File: config.mk
export PLATFORM = sky130hd
export DESIGN_NAME = rwq_arbiter
export DESIGN_NICKNAME = d
export VERILOG_FILES = /design/src/rtl/rwq_pkg.sv /design/src/rtl/rwq_shift_queue.sv /design/src/rtl/rwq_read_picker.sv /design/src/rtl/rwq_fwd_match.sv /design/src/rtl/rwq_arbiter.sv
export SDC_FILE = /design/constraint.sdc
export NUM_CORES = 1
export LEC_CHECK = 0
export CAP_MARGIN = 10
export CORE_MARGIN = 2
export CORE_UTILIZATION = 51
export CTS_CLUSTER_DIAMETER = 150
export DETAILED_ROUTE_END_ITERATION = 12
export PLACE_DENSITY_LB_ADDON = 0.1
export SLEW_MARGIN = 20
export SYNTH_ARGS = -nofsm -noshare
export SYNTH_HDL_FRONTEND = slang
export SYNTH_HIERARCHICAL = 1
export SYNTH_SLANG_ARGS = --single-unit
File: constraint.sdc
create_clock -name clk -period 5.35 [get_ports clk]
set_clock_uncertainty 0.2 [all_clocks]
set_input_delay 1.3375 -clock clk [delete_from_list [all_inputs] [get_ports clk]]
set_output_delay 1.3375 -clock clk [all_outputs]
set_load 0.02 [all_outputs]
File: src/rtl/rwq_pkg.sv
package rwq_pkg;

  typedef enum logic [1:0] {
    PH_READ  = 2'd0,
    PH_TURN  = 2'd1,
    PH_DRAIN = 2'd2
  } phase_e;

  // Write count at which a drain is forced: floor(depth*pct/100), kept in [1, depth].
  function automatic int drain_level(input int depth, input int pct);
    int lvl;
    lvl = (depth * pct) / 100;
    if (lvl < 1) lvl = 1;
    if (lvl > depth) lvl = depth;
    return lvl;
  endfunction

endpackage

File: src/rtl/rwq_shift_queue.sv
module rwq_shift_queue #(
  parameter int DEPTH = 4,
  parameter int W     = 8,
  localparam int IDX_W = (DEPTH > 1) ? $clog2(DEPTH) : 1,
  localparam int CNT_W = $clog2(DEPTH + 1)
) (
  input  logic                      clk,
  input  logic                      rst_n,
  input  logic                      push,
  input  logic [W-1:0]              push_data,
  input  logic                      pop,
  input  logic [IDX_W-1:0]          pop_idx,
  output logic [DEPTH-1:0][W-1:0]   ent,
  output logic [CNT_W-1:0]          count
);

  logic [DEPTH-1:0][W-1:0] mem;
  logic [CNT_W-1:0]        cnt_q;
  logic [CNT_W-1:0]        wr_pos;

  // Slot 0 is always the oldest entry; removal closes the gap.
  assign wr_pos = cnt_q - (pop ? CNT_W'(1) : CNT_W'(0));

  always_ff @(posedge clk) begin
    if (!rst_n) begin
      cnt_q <= '0;
      mem   <= '0;
    end else begin
      if (pop) begin
        for (int i = 0; i < DEPTH - 1; i++) begin
          if (i >= int'(pop_idx)) mem[i] <= mem[i+1];
        end
      end
      if (push) mem[IDX_W'(wr_pos)] <= push_data;
      cnt_q <= cnt_q + CNT_W'(push) - CNT_W'(pop);
    end
  end

  assign ent   = mem;
  assign count = cnt_q;

endmodule

File: src/rtl/rwq_read_picker.sv
module rwq_read_picker #(
  parameter int RQ_DEPTH = 4,
  parameter int ROW_W    = 6,
  parameter int BANK_W   = 2,
  parameter int COL_W    = 4,
  localparam int ADDR_W  = ROW_W + BANK_W + COL_W,
  localparam int NBANK   = 1 << BANK_W,
  localparam int IDX_W   = (RQ_DEPTH > 1) ? $clog2(RQ_DEPTH) : 1,
  localparam int CNT_W   = $clog2(RQ_DEPTH + 1)
) (
  input  logic [RQ_DEPTH-1:0][ADDR_W-1:0] ent,
  input  logic [CNT_W-1:0]                count,
  input  logic [NBANK-1:0][ROW_W-1:0]     open_row,
  input  logic [NBANK-1:0]                open_vld,
  input  logic                            frfcfs,
  output logic [IDX_W-1:0]                pick_idx
);

  function automatic logic row_open(input logic [ADDR_W-1:0] a,
                                    input logic [NBANK-1:0][ROW_W-1:0] rows,
                                    input logic [NBANK-1:0] vld);
    logic [BANK_W-1:0] b;
    b = a[COL_W +: BANK_W];
    return vld[b] && (rows[b] == a[COL_W+BANK_W +: ROW_W]);
  endfunction

  logic             hit_any;
  logic [IDX_W-1:0] hit_idx;

  // Scan youngest to oldest so the oldest hit is the last one kept.
  always_comb begin
    hit_any = 1'b0;
    hit_idx = '0;
    for (int i = RQ_DEPTH - 1; i >= 0; i--) begin
      if (i < int'(count) && row_open(ent[i], open_row, open_vld)) begin
        hit_any = 1'b1;
        hit_idx = IDX_W'(i);
      end
    end
  end

  assign pick_idx = (frfcfs && hit_any) ? hit_idx : '0;

endmodule

File: src/rtl/rwq_fwd_match.sv
module rwq_fwd_match #(
  parameter int DEPTH  = 4,
  parameter int ADDR_W = 12,
  parameter int DATA_W = 16,
  localparam int EW    = ADDR_W + DATA_W,
  localparam int CNT_W = $clog2(DEPTH + 1)
) (
  input  logic [DEPTH-1:0][EW-1:0] ent,
  input  logic [CNT_W-1:0]         count,
  input  logic [ADDR_W-1:0]        addr,
  output logic                     hit,
  output logic [DATA_W-1:0]        data
);

  // Oldest to youngest: the youngest matching write overrides earlier ones.
  always_comb begin
    hit  = 1'b0;
    data = '0;
    for (int i = 0; i < DEPTH; i++) begin
      if (i < int'(count) && ent[i][DATA_W +: ADDR_W] == addr) begin
        hit  = 1'b1;
        data = ent[i][DATA_W-1:0];
      end
    end
  end

endmodule

File: src/rtl/rwq_arbiter.sv
module rwq_arbiter
  import rwq_pkg::*;
#(
  parameter int ROW_W    = 6,
  parameter int BANK_W   = 2,
  parameter int COL_W    = 4,
  parameter int DATA_W   = 16,
  parameter int RQ_DEPTH = 4,
  parameter int WQ_DEPTH = 4,
  parameter int TURN_CYC = 3,
  parameter int PCT_W    = 7,
  localparam int ADDR_W  = ROW_W + BANK_W + COL_W,
  localparam int NBANK   = 1 << BANK_W
) (
  input  logic                         clk,
  input  logic                         rst_n,
  input  logic [PCT_W-1:0]             cfg_drain_pct,
  input  logic                         cfg_frfcfs,
  input  logic                         rd_valid,
  output logic                         rd_ready,
  input  logic [ADDR_W-1:0]            rd_addr,
  output logic                         rd_retry,
  input  logic                         wr_valid,
  output logic                         wr_ready,
  input  logic [ADDR_W-1:0]            wr_addr,
  input  logic [DATA_W-1:0]            wr_data,
  output logic                         wr_retry,
  output logic                         iss_valid,
  input  logic                         iss_ready,
  output logic                         iss_write,
  output logic [ADDR_W-1:0]            iss_addr,
  output logic [DATA_W-1:0]            iss_data,
  input  logic [NBANK-1:0][ROW_W-1:0]  bank_open_row,
  input  logic [NBANK-1:0]             bank_open_vld,
  input  logic                         dram_rd_done,
  output logic                         reads_blocked,
  output logic                         resp_valid,
  output logic [ADDR_W-1:0]            resp_addr,
  output logic [DATA_W-1:0]            resp_data
);

  localparam int RIDX_W = (RQ_DEPTH > 1) ? $clog2(RQ_DEPTH) : 1;
  localparam int WIDX_W = (WQ_DEPTH > 1) ? $clog2(WQ_DEPTH) : 1;
  localparam int RCNT_W = $clog2(RQ_DEPTH + 1);
  localparam int WCNT_W = $clog2(WQ_DEPTH + 1);
  localparam int WE_W   = ADDR_W + DATA_W;
  localparam int TC_W   = $clog2(TURN_CYC + 1);

  // Queue state
  logic [RQ_DEPTH-1:0][ADDR_W-1:0] rq_ent;
  logic [WQ_DEPTH-1:0][WE_W-1:0]   wq_ent;
  logic [RCNT_W-1:0]               rq_count;
  logic [WCNT_W-1:0]               wq_count;
  logic [RCNT_W-1:0]               rd_out;
  logic [WCNT_W-1:0]               drain_lvl;
  logic [RIDX_W-1:0]               pick_idx;
  logic                            fwd_hit;
  logic [DATA_W-1:0]               fwd_data;
  phase_e                          phase;
  logic [TC_W-1:0]                 turn_cnt;

  // Named internal events
  logic rd_acc, wr_acc, rq_push, rq_pop, wq_pop, rd_ret;
  logic rd_sel, wr_sel, drain_go, turn_done, drain_done;

  assign rd_ready = (int'(rq_count) + int'(rd_out)) < RQ_DEPTH;
  assign wr_ready = int'(wq_count) < WQ_DEPTH;
  assign rd_acc   = rd_valid && rd_ready;
  assign wr_acc   = wr_valid && wr_ready;
  assign rq_push  = rd_acc && !fwd_hit;

  assign rd_sel   = (phase == PH_READ) && (rq_count != '0);
  assign wr_sel   = (phase == PH_DRAIN) && (wq_count != '0);
  assign rq_pop   = rd_sel && iss_ready;
  assign wq_pop   = wr_sel && iss_ready;
  assign rd_ret   = dram_rd_done && ((rd_out != '0) || rq_pop);

  assign drain_go   = (phase == PH_READ) &&
                      ((wq_count >= drain_lvl) || (rq_count == '0 && wq_count != '0));
  assign turn_done  = (phase == PH_TURN) && (turn_cnt == TC_W'(TURN_CYC - 1));
  assign drain_done = (phase == PH_DRAIN) && (wq_count == '0);

  rwq_shift_queue #(.DEPTH(RQ_DEPTH), .W(ADDR_W)) rq_i (
    .clk(clk), .rst_n(rst_n), .push(rq_push), .push_data(rd_addr),
    .pop(rq_pop), .pop_idx(pick_idx), .ent(rq_ent), .count(rq_count)
  );

  rwq_shift_queue #(.DEPTH(WQ_DEPTH), .W(WE_W)) wq_i (
    .clk(clk), .rst_n(rst_n), .push(wr_acc), .push_data({wr_addr, wr_data}),
    .pop(wq_pop), .pop_idx('0), .ent(wq_ent), .count(wq_count)
  );

  rwq_read_picker #(.RQ_DEPTH(RQ_DEPTH), .ROW_W(ROW_W), .BANK_W(BANK_W), .COL_W(COL_W)) pick_i (
    .ent(rq_ent), .count(rq_count), .open_row(bank_open_row), .open_vld(bank_open_vld),
    .frfcfs(cfg_frfcfs), .pick_idx(pick_idx)
  );

  rwq_fwd_match #(.DEPTH(WQ_DEPTH), .ADDR_W(ADDR_W), .DATA_W(DATA_W)) fwd_i (
    .ent(wq_ent), .count(wq_count), .addr(rd_addr), .hit(fwd_hit), .data(fwd_data)
  );

  assign iss_valid     = rd_sel || wr_sel;
  assign iss_write     = wr_sel;
  assign iss_addr      = wr_sel ? wq_ent[0][DATA_W +: ADDR_W] : rq_ent[pick_idx];
  assign iss_data      = wr_sel ? wq_ent[0][DATA_W-1:0] : '0;
  assign reads_blocked = (phase != PH_READ);

  always_ff @(posedge clk) begin
    if (!rst_n) begin
      phase      <= PH_READ;
      turn_cnt   <= '0;
      rd_out     <= '0;
      rd_retry   <= 1'b0;
      wr_retry   <= 1'b0;
      resp_valid <= 1'b0;
      resp_addr  <= '0;
      resp_data  <= '0;
      drain_lvl  <= WCNT_W'(drain_level(WQ_DEPTH, int'(cfg_drain_pct)));
    end else begin
      rd_out <= rd_out + RCNT_W'(rq_pop) - RCNT_W'(rd_ret);

      if (rd_valid) rd_retry <= !rd_ready;
      if (wr_valid) wr_retry <= !wr_ready;

      resp_valid <= rd_acc && fwd_hit;
      if (rd_acc && fwd_hit) begin
        resp_addr <= rd_addr;
        resp_data <= fwd_data;
      end

      unique case (phase)
        PH_READ: if (drain_go) begin
          phase    <= PH_TURN;
          turn_cnt <= '0;
        end
        PH_TURN: begin
          turn_cnt <= turn_cnt + TC_W'(1);
          if (turn_done) phase <= PH_DRAIN;
        end
        PH_DRAIN: if (drain_done) phase <= PH_READ;
        default:  phase <= PH_READ;
      endcase
    end
  end

endmodule

## Yosys cells after proc, flatten, opt, wreduce, memory -nomap -nowiden

Cells that the tools add are included.

| word-level totals | value |
|---|---|
| bits in registers | 207 |
| latch bits | 0 |
| RAM bits | 0 |
| ROM bits | 0 |
| input port bits | 82 |
| output and inout bits | 64 |
| memories kept | 0 |

| cells by class | value |
|---|---|
| add/sub/neg operators | 10 |
| $mul | 0 |
| divide/modulo/power cells | 1 |
| order comparisons | 25 |
| eq/ne operators | 14 |
| shifts and indexed selects | 0 |
| muxes and demuxes | 62 |
| bitwise logic cells | 0 |
| reduce and logical (&&, ||, !) cells | 44 |

Operator list:

| kind | number |
|---|---|
| $mux 84 | 3 |
| $bwmux 112 | 1 |
| $mux 36 | 3 |
| $mux 16 | 5 |
| $mux 12 | 6 |
| $mux 32 | 2 |
| $demux 28 s2 | 1 |
| $bmux 6 s2 | 4 |
| $bwmux 48 | 1 |
| $eq 12x12->1 | 4 |
| $div 10x8->32 const B | 1 |
| $gt 32x4->1 const B | 1 |
| $lt 32x2->1 const B | 1 |
| $logic_and 1x1->1 | 28 |
| $mux 28 | 1 |
| $bmux 12 s2 | 1 |
| $demux 12 s2 | 1 |
| $eq 6x6->1 | 4 |
| $mux 6 | 4 |
| $lt 2x3->1 const B | 7 |
| $mux 2 | 9 |
| $mux 1 | 14 |
| $lt 1x3->1 const A | 4 |
| $lt 2x3->1 const A | 4 |
| 25 further kinds | 46 |

## Depth between registers and ports, before layout

| logic depth | value |
|---|---|
| depth after elaboration | 17 |
| gate-level depth with buffers | 13 |
| gate-level depth less buffers | 11 |

## By module

The synthesis kept the hierarchy.

Modules (own cells, without submodules):

| module | times used | cells each | area each (sq um) |
|---|---|---|---|
| rwq_shift_queue (wq_i) | 1 | 610 | 4869.7 |
| rwq_arbiter | 1 | 251 | 2437.3 |
| rwq_shift_queue (rq_i) | 1 | 262 | 2204.6 |
| rwq_fwd_match | 1 | 202 | 1378.8 |
| rwq_read_picker | 1 | 101 | 1128.6 |

## Worst setup path before layout

Ideal clock, no wire load.

| timing | value |
|---|---|
| kind | input to output |
| start | in bank_open_row[19] in the netlist's numbering |
| end | out iss_addr[7] |
| data arrival time | 4.301 ns |
| data required time | 3.813 ns |
| slack | -0.489 ns |
| stages on the path | 8 |
| cell sequence | mux4_2 > xnor2_2 > nand2_1 > or4_4 > a211oi_1 > clkbuf_1 > mux4_2 > mux2_1 |

| between the ends | value |
|---|---|
| cells in the longest elaborated chain, start to end | 14 |
| elaborated cells on any way between the ends | 33 |
| those cells by class | eq/ne: 4; mux: 20; reduce/logical: 9 |

RTL lines:

| what | RTL line | RTL |
|---|---|---|
| from (decl) | rwq_arbiter.sv:33 | `input logic [NBANK-1:0][ROW_W-1:0] bank_open_row,` |
| $bmux 6 s2 | rwq_read_picker.sv:24 | `return vld[b] && (rows[b] == a[COL_W+BANK_W +: ROW_W]);` |
| $mux 6 (implied by the code) | rwq_read_picker.sv:24 |  |
| $eq 6x6->1 | rwq_read_picker.sv:24 |  |
| $logic_and 1x1->1 | rwq_read_picker.sv:24 |  |
| $logic_and 1x1->1 | rwq_read_picker.sv:35 | `if (i < int'(count) && row_open(ent[i], open_row, open_vld)) begin` |
| $mux 1 (4 in series) | rwq_read_picker.sv:35 |  |
| $logic_and 1x1->1 | rwq_read_picker.sv:42 | `assign pick_idx = (frfcfs && hit_any) ? hit_idx : '0;` |
| $mux 2 * | rwq_read_picker.sv:42 |  |
| net pick_idx[1] | rwq_arbiter.sv:56 | `logic [RIDX_W-1:0] pick_idx;` |
| $bmux 12 s2 * | rwq_arbiter.sv:104 | `assign iss_addr = wr_sel ? wq_ent[0][DATA_W +: ADDR_W] : rq_ent[pick_idx];` |
| $mux 12 (implied by the code) * | rwq_arbiter.sv:104 |  |
| $mux 12 * | rwq_arbiter.sv:104 |  |
| to (decl) | rwq_arbiter.sv:31 | `output logic [ADDR_W-1:0] iss_addr,` |

The timed path passes the listed nets; every way through them passes the cells marked *. The select of a mux whose other input is x is not followed.

## Final worst setup path

| timing | value |
|---|---|
| start | in bank_open_row[21] in the netlist's numbering |
| end | out iss_addr[6] |

Same word-level chain as after synthesis.

==> impl_metrics.toml <==
[route]
first_pass_iters = 6
wl_per_cell_um = 20.3
route.final.wire_length_um = 38800
num_vias = 11218
drc_violation_total_after_the_first_tritonroute_iteration = 1208
ant_nets = 0
detail_route.drc_violations = 0
detail_route.vias_per_cell = 5.85

[floorplan]
core_um2 = 23300
floorplan.rows = 56
pin_count = 146
die_width_um = 158
fp.dieArea_um2 = 24800
start_util = 0.515
chipHeight_um = 158

[synth]
synth_seq_cells = 207
combined_area_of_all_synthesized_cells_um2 = 12000
postSynthCellCount = 1426
yosys_warnings = 6
syn_area_per_cell_um2 = 8.43
netlist-cell-type-count = 79
synth-edff-count = 3
ys_dominant_reg_cell = "sky130_fd_sc_hd__dfxtp_1"
synth.yosys.seq_area_share = 0.347
synth-async-reset-ratio = 0

[worst_setup_path]
critical_path.reg2reg.startpoint = "rq_i/ent[4]"
setup.worst_path.start_class = "primary input"
critical_path_launch_point = "bank_open_row[21]"
timing.critical_path.to_type = "output pin"
crit_path_top_delay_cell = "sky130_fd_sc_hd__mux4_2"
worstPathBufferInverterCount = 3
worst_path_most_repeated_cell = "sky130_fd_sc_hd__buf_6"
required_ps = 3810
path_cells = "buf_6 -> mux4_2 -> xnor2_2 -> nand2_1 -> or4_4 -> o21bai_4 -> a21oi_4 -> buf_6 -> mux4_2 -> mux2_4 -> buf_6"
cpPeakStageDelay_ps = 520
crit_path_arrival_time_ps = 4140
crit_path_max_fanout = 5
crit_family = "multiplexers"
critPathKind = "in2out"

[run_status]
violations_in_the_final_reports = "setup timing"
outcome = "finished, violations left"

[power_and_ir_drop]
combPwrFrac = 0.338
cellPowerDensity_nw_per_um2 = 381
power.net_switching_mw = 2.04
cellLeakagePower_nw = 5.16
switching_fraction = 0.362
power.internal_mw = 3.59
power.ir.vdd_worst_mv = 0.278
power.share.sequential = 0.387
clock_power_share = 0.275

[timing]
finalSetupTns_ps = -3380
max_freq_ghz = 0.176
min_period_ps = 5670
rsz_0062_raised_after_global_routing = "yes"
hold_slack_ps = 257
maxSlewViolCount = 0
hold_violations = 0
layout_worst_path_cycle_share = 1.06
setup_ws_ps = -323
max-slew-margin-rel = 0.297
finalSetupViolCount = 12
timing_worst_slew_pin_value_ps = 1050

[clocking]
cts.htree.levels = 1
tritoncts = "yes"
path_clk_slew_ps = 60
clkSinkCount = 207
clock_path_buffers = 3
number_of_buffers_added_by_the_clock_tree_synthesis_step = 24
clock_tree.root_cell = "sky130_fd_sc_hd__clkbuf_16"
clock_latency_ps = 530

[layout]
antenna_cells = 0
fill_cells = 2059
finalInstanceArea_um2 = 14700
layout.core_utilization = 0.632
area_growth_syn_to_layout_pct = 22.7
final_layout_size_suffix_gt1_frac = 0.158
num-nets-final = 1679

[place]
routabilityCongestion = 0.894
placed_area_um2 = 14000
pre_cts_ws_ps = -1160
placed_wire_length_estimate_um = 27400
port_buffers = 145

[global_route]
first_global_vias = 10492
number_of_antenna_violations_at_the_first_check_in_global_routing = 1
grt_pass1_wl_um = 59900
grt.total_usage = 0.309
globalRouteOverflowTotal = 0
grt_start_max_net_pins = 129

[hold_path]
hp-class = "reg2reg"
hp-start = "resp_data[15]"

[job]
max_cap_violations = 0
-- worst paths after layout --
check                           slack [ps]             to  cells past startpoint
worst max-delay path                  -320    iss_addr[6]                     11
worst max register to register        1310   rq_i/ent[31]                     13
worst min-delay path                   260  resp_data[15]                      2
worst min register to register         260  resp_data[15]                      2
-- kinds of logic after synthesis --
kind of cell	count (synthesis)	synth area share
XOR/XNOR	78	0.0575
adder cells (fa/ha/maj)	17	0.0196
AND/OR/NAND/NOR	536	0.203
multiplexers	95	0.118
other	1	0.000312
AO/OA/AOI/OAI	357	0.193
flip-flops	207	0.347
buffers and inverters	135	0.0605
-- flip-flops by register name, indices dropped and copies added (netlist names) --
register and count:
drain_lvl 3, phase 2, rd_out 3, rd_retry 1, resp_addr 12, resp_data 16
resp_valid 1, rq_i/count 3, rq_i/ent 48, turn_cnt 2, wq_i/count 3, wq_i/ent 112
wr_retry 1
-- layout make-up --
cell class                      instances  area (µm²)  area share
Clock inverter                         11        70.1     0.00475
Tap cell                              319         399      0.0271
Timing Repair Buffer                  230        2120       0.144
Sequential cell                       207        4170       0.283
Clock buffer                           32         671      0.0455
Inverter                               24        90.1     0.00611
Multi-Input combinational cell       1093        7220       0.490
-- through the flow --
step | instances | power [mW]
3_3_place_gp | 1868 | 4.01
5_1_grt | 1916 | 5.89
4_1_cts | 1917 | 5.62
6_report | 1916 | 5.63
2_1_floorplan | 1435 | 3.37
3_5_place_dp | 1868 | 4.06
-- worst register-to-register path: stages (launching register included) --
cell	delay, ps
sky130_fd_sc_hd__dfxtp_1	480
sky130_fd_sc_hd__buf_4	230
sky130_fd_sc_hd__mux4_2	520
sky130_fd_sc_hd__xnor2_1	170
sky130_fd_sc_hd__nand3_1	120
sky130_fd_sc_hd__o41ai_1	380
sky130_fd_sc_hd__buf_4	200
sky130_fd_sc_hd__a211oi_4	50
sky130_fd_sc_hd__buf_4	170
sky130_fd_sc_hd__buf_12	130
sky130_fd_sc_hd__buf_4	150
sky130_fd_sc_hd__a21boi_1	820
sky130_fd_sc_hd__nand2_1	140
sky130_fd_sc_hd__a31oi_1	190
-- cells in the final DEF (no fill, tap or decap), types with 6 or more instances in the layout --
cell type,netlist,final
sky130_fd_sc_hd__clkbuf_2,1,8
sky130_fd_sc_hd__xnor2_1,55,54
sky130_fd_sc_hd__a31oi_1,113,113
sky130_fd_sc_hd__a31oi_2,8,8
sky130_fd_sc_hd__a221oi_1,8,8
sky130_fd_sc_hd__mux2i_1,47,47
sky130_fd_sc_hd__buf_4,10,77
sky130_fd_sc_hd__a221oi_2,9,9
sky130_fd_sc_hd__o21ai_1,33,33
sky130_fd_sc_hd__dfxtp_1,204,204
sky130_fd_sc_hd__ha_1,14,14
sky130_fd_sc_hd__nand2_1,378,378
sky130_fd_sc_hd__nor3_1,6,6
sky130_fd_sc_hd__buf_2,27,7
sky130_fd_sc_hd__clkdlybuf4s50_1,0,104
sky130_fd_sc_hd__conb_1,1,10
sky130_fd_sc_hd__nor2b_1,16,15
sky130_fd_sc_hd__clkinv_2,0,9
sky130_fd_sc_hd__and2_1,25,25
sky130_fd_sc_hd__and3_1,20,20
sky130_fd_sc_hd__inv_1,24,24
sky130_fd_sc_hd__xor2_1,22,21
sky130_fd_sc_hd__nor4_1,19,19
sky130_fd_sc_hd__mux2_4,0,10
sky130_fd_sc_hd__mux4_2,30,35
sky130_fd_sc_hd__nor2_1,9,9
sky130_fd_sc_hd__o21ai_0,121,121
sky130_fd_sc_hd__nand4_1,9,9
sky130_fd_sc_hd__a21boi_0,28,28
sky130_fd_sc_hd__clkbuf_16,0,24
sky130_fd_sc_hd__buf_6,16,25
sky130_fd_sc_hd__nand3_1,22,22
-- power groups by stage --
| stage | sequential (mW) | clock (mW) | combinational (mW) |
|---|---|---|---|
| after global placement | 2.20 | 0 | 1.81 |
| final | 2.17 | 1.55 | 1.90 |
| after floorplan | 2.03 | 0 | 1.34 |
| after global routing | 2.21 | 1.63 | 2.05 |
| after detailed placement | 2.20 | 0 | 1.86 |
| after CTS | 2.17 | 1.56 | 1.89 |
-- Yosys cell counts, drive strengths merged, types with 24 or more instances --
| cell | count | area share |
|---|---|---|
| nand2 | 378 | 0.12 |
| dfxtp | 204 | 0.34 |
| a21boi | 30 | 0.020 |
| a31oi | 121 | 0.067 |
| and2 | 25 | 0.013 |
| clkbuf | 53 | 0.017 |
| mux2i | 47 | 0.039 |
| mux4 | 35 | 0.067 |
| buf | 58 | 0.036 |
| xnor2 | 56 | 0.041 |
| inv | 24 | 0.0075 |
| o21ai | 157 | 0.066 |
-- metal layers --
layer	wire, µm	global-route usage
met1	16500	0.428
met2	17700	0.490
met3	3700	0.0647
met4	926	0.0827
met5	0	0
-- timing repair --
action	in CTS	in global routing
hold buffers	0	0
buffers inserted	5	2
endpoints found under the hold margin	0	0
endpoints found under the setup margin	12	12
pin swaps	9	11
resized for setup	163	25
cloned	1	0
Note: power is estimated with default switching activity, not from simulation.
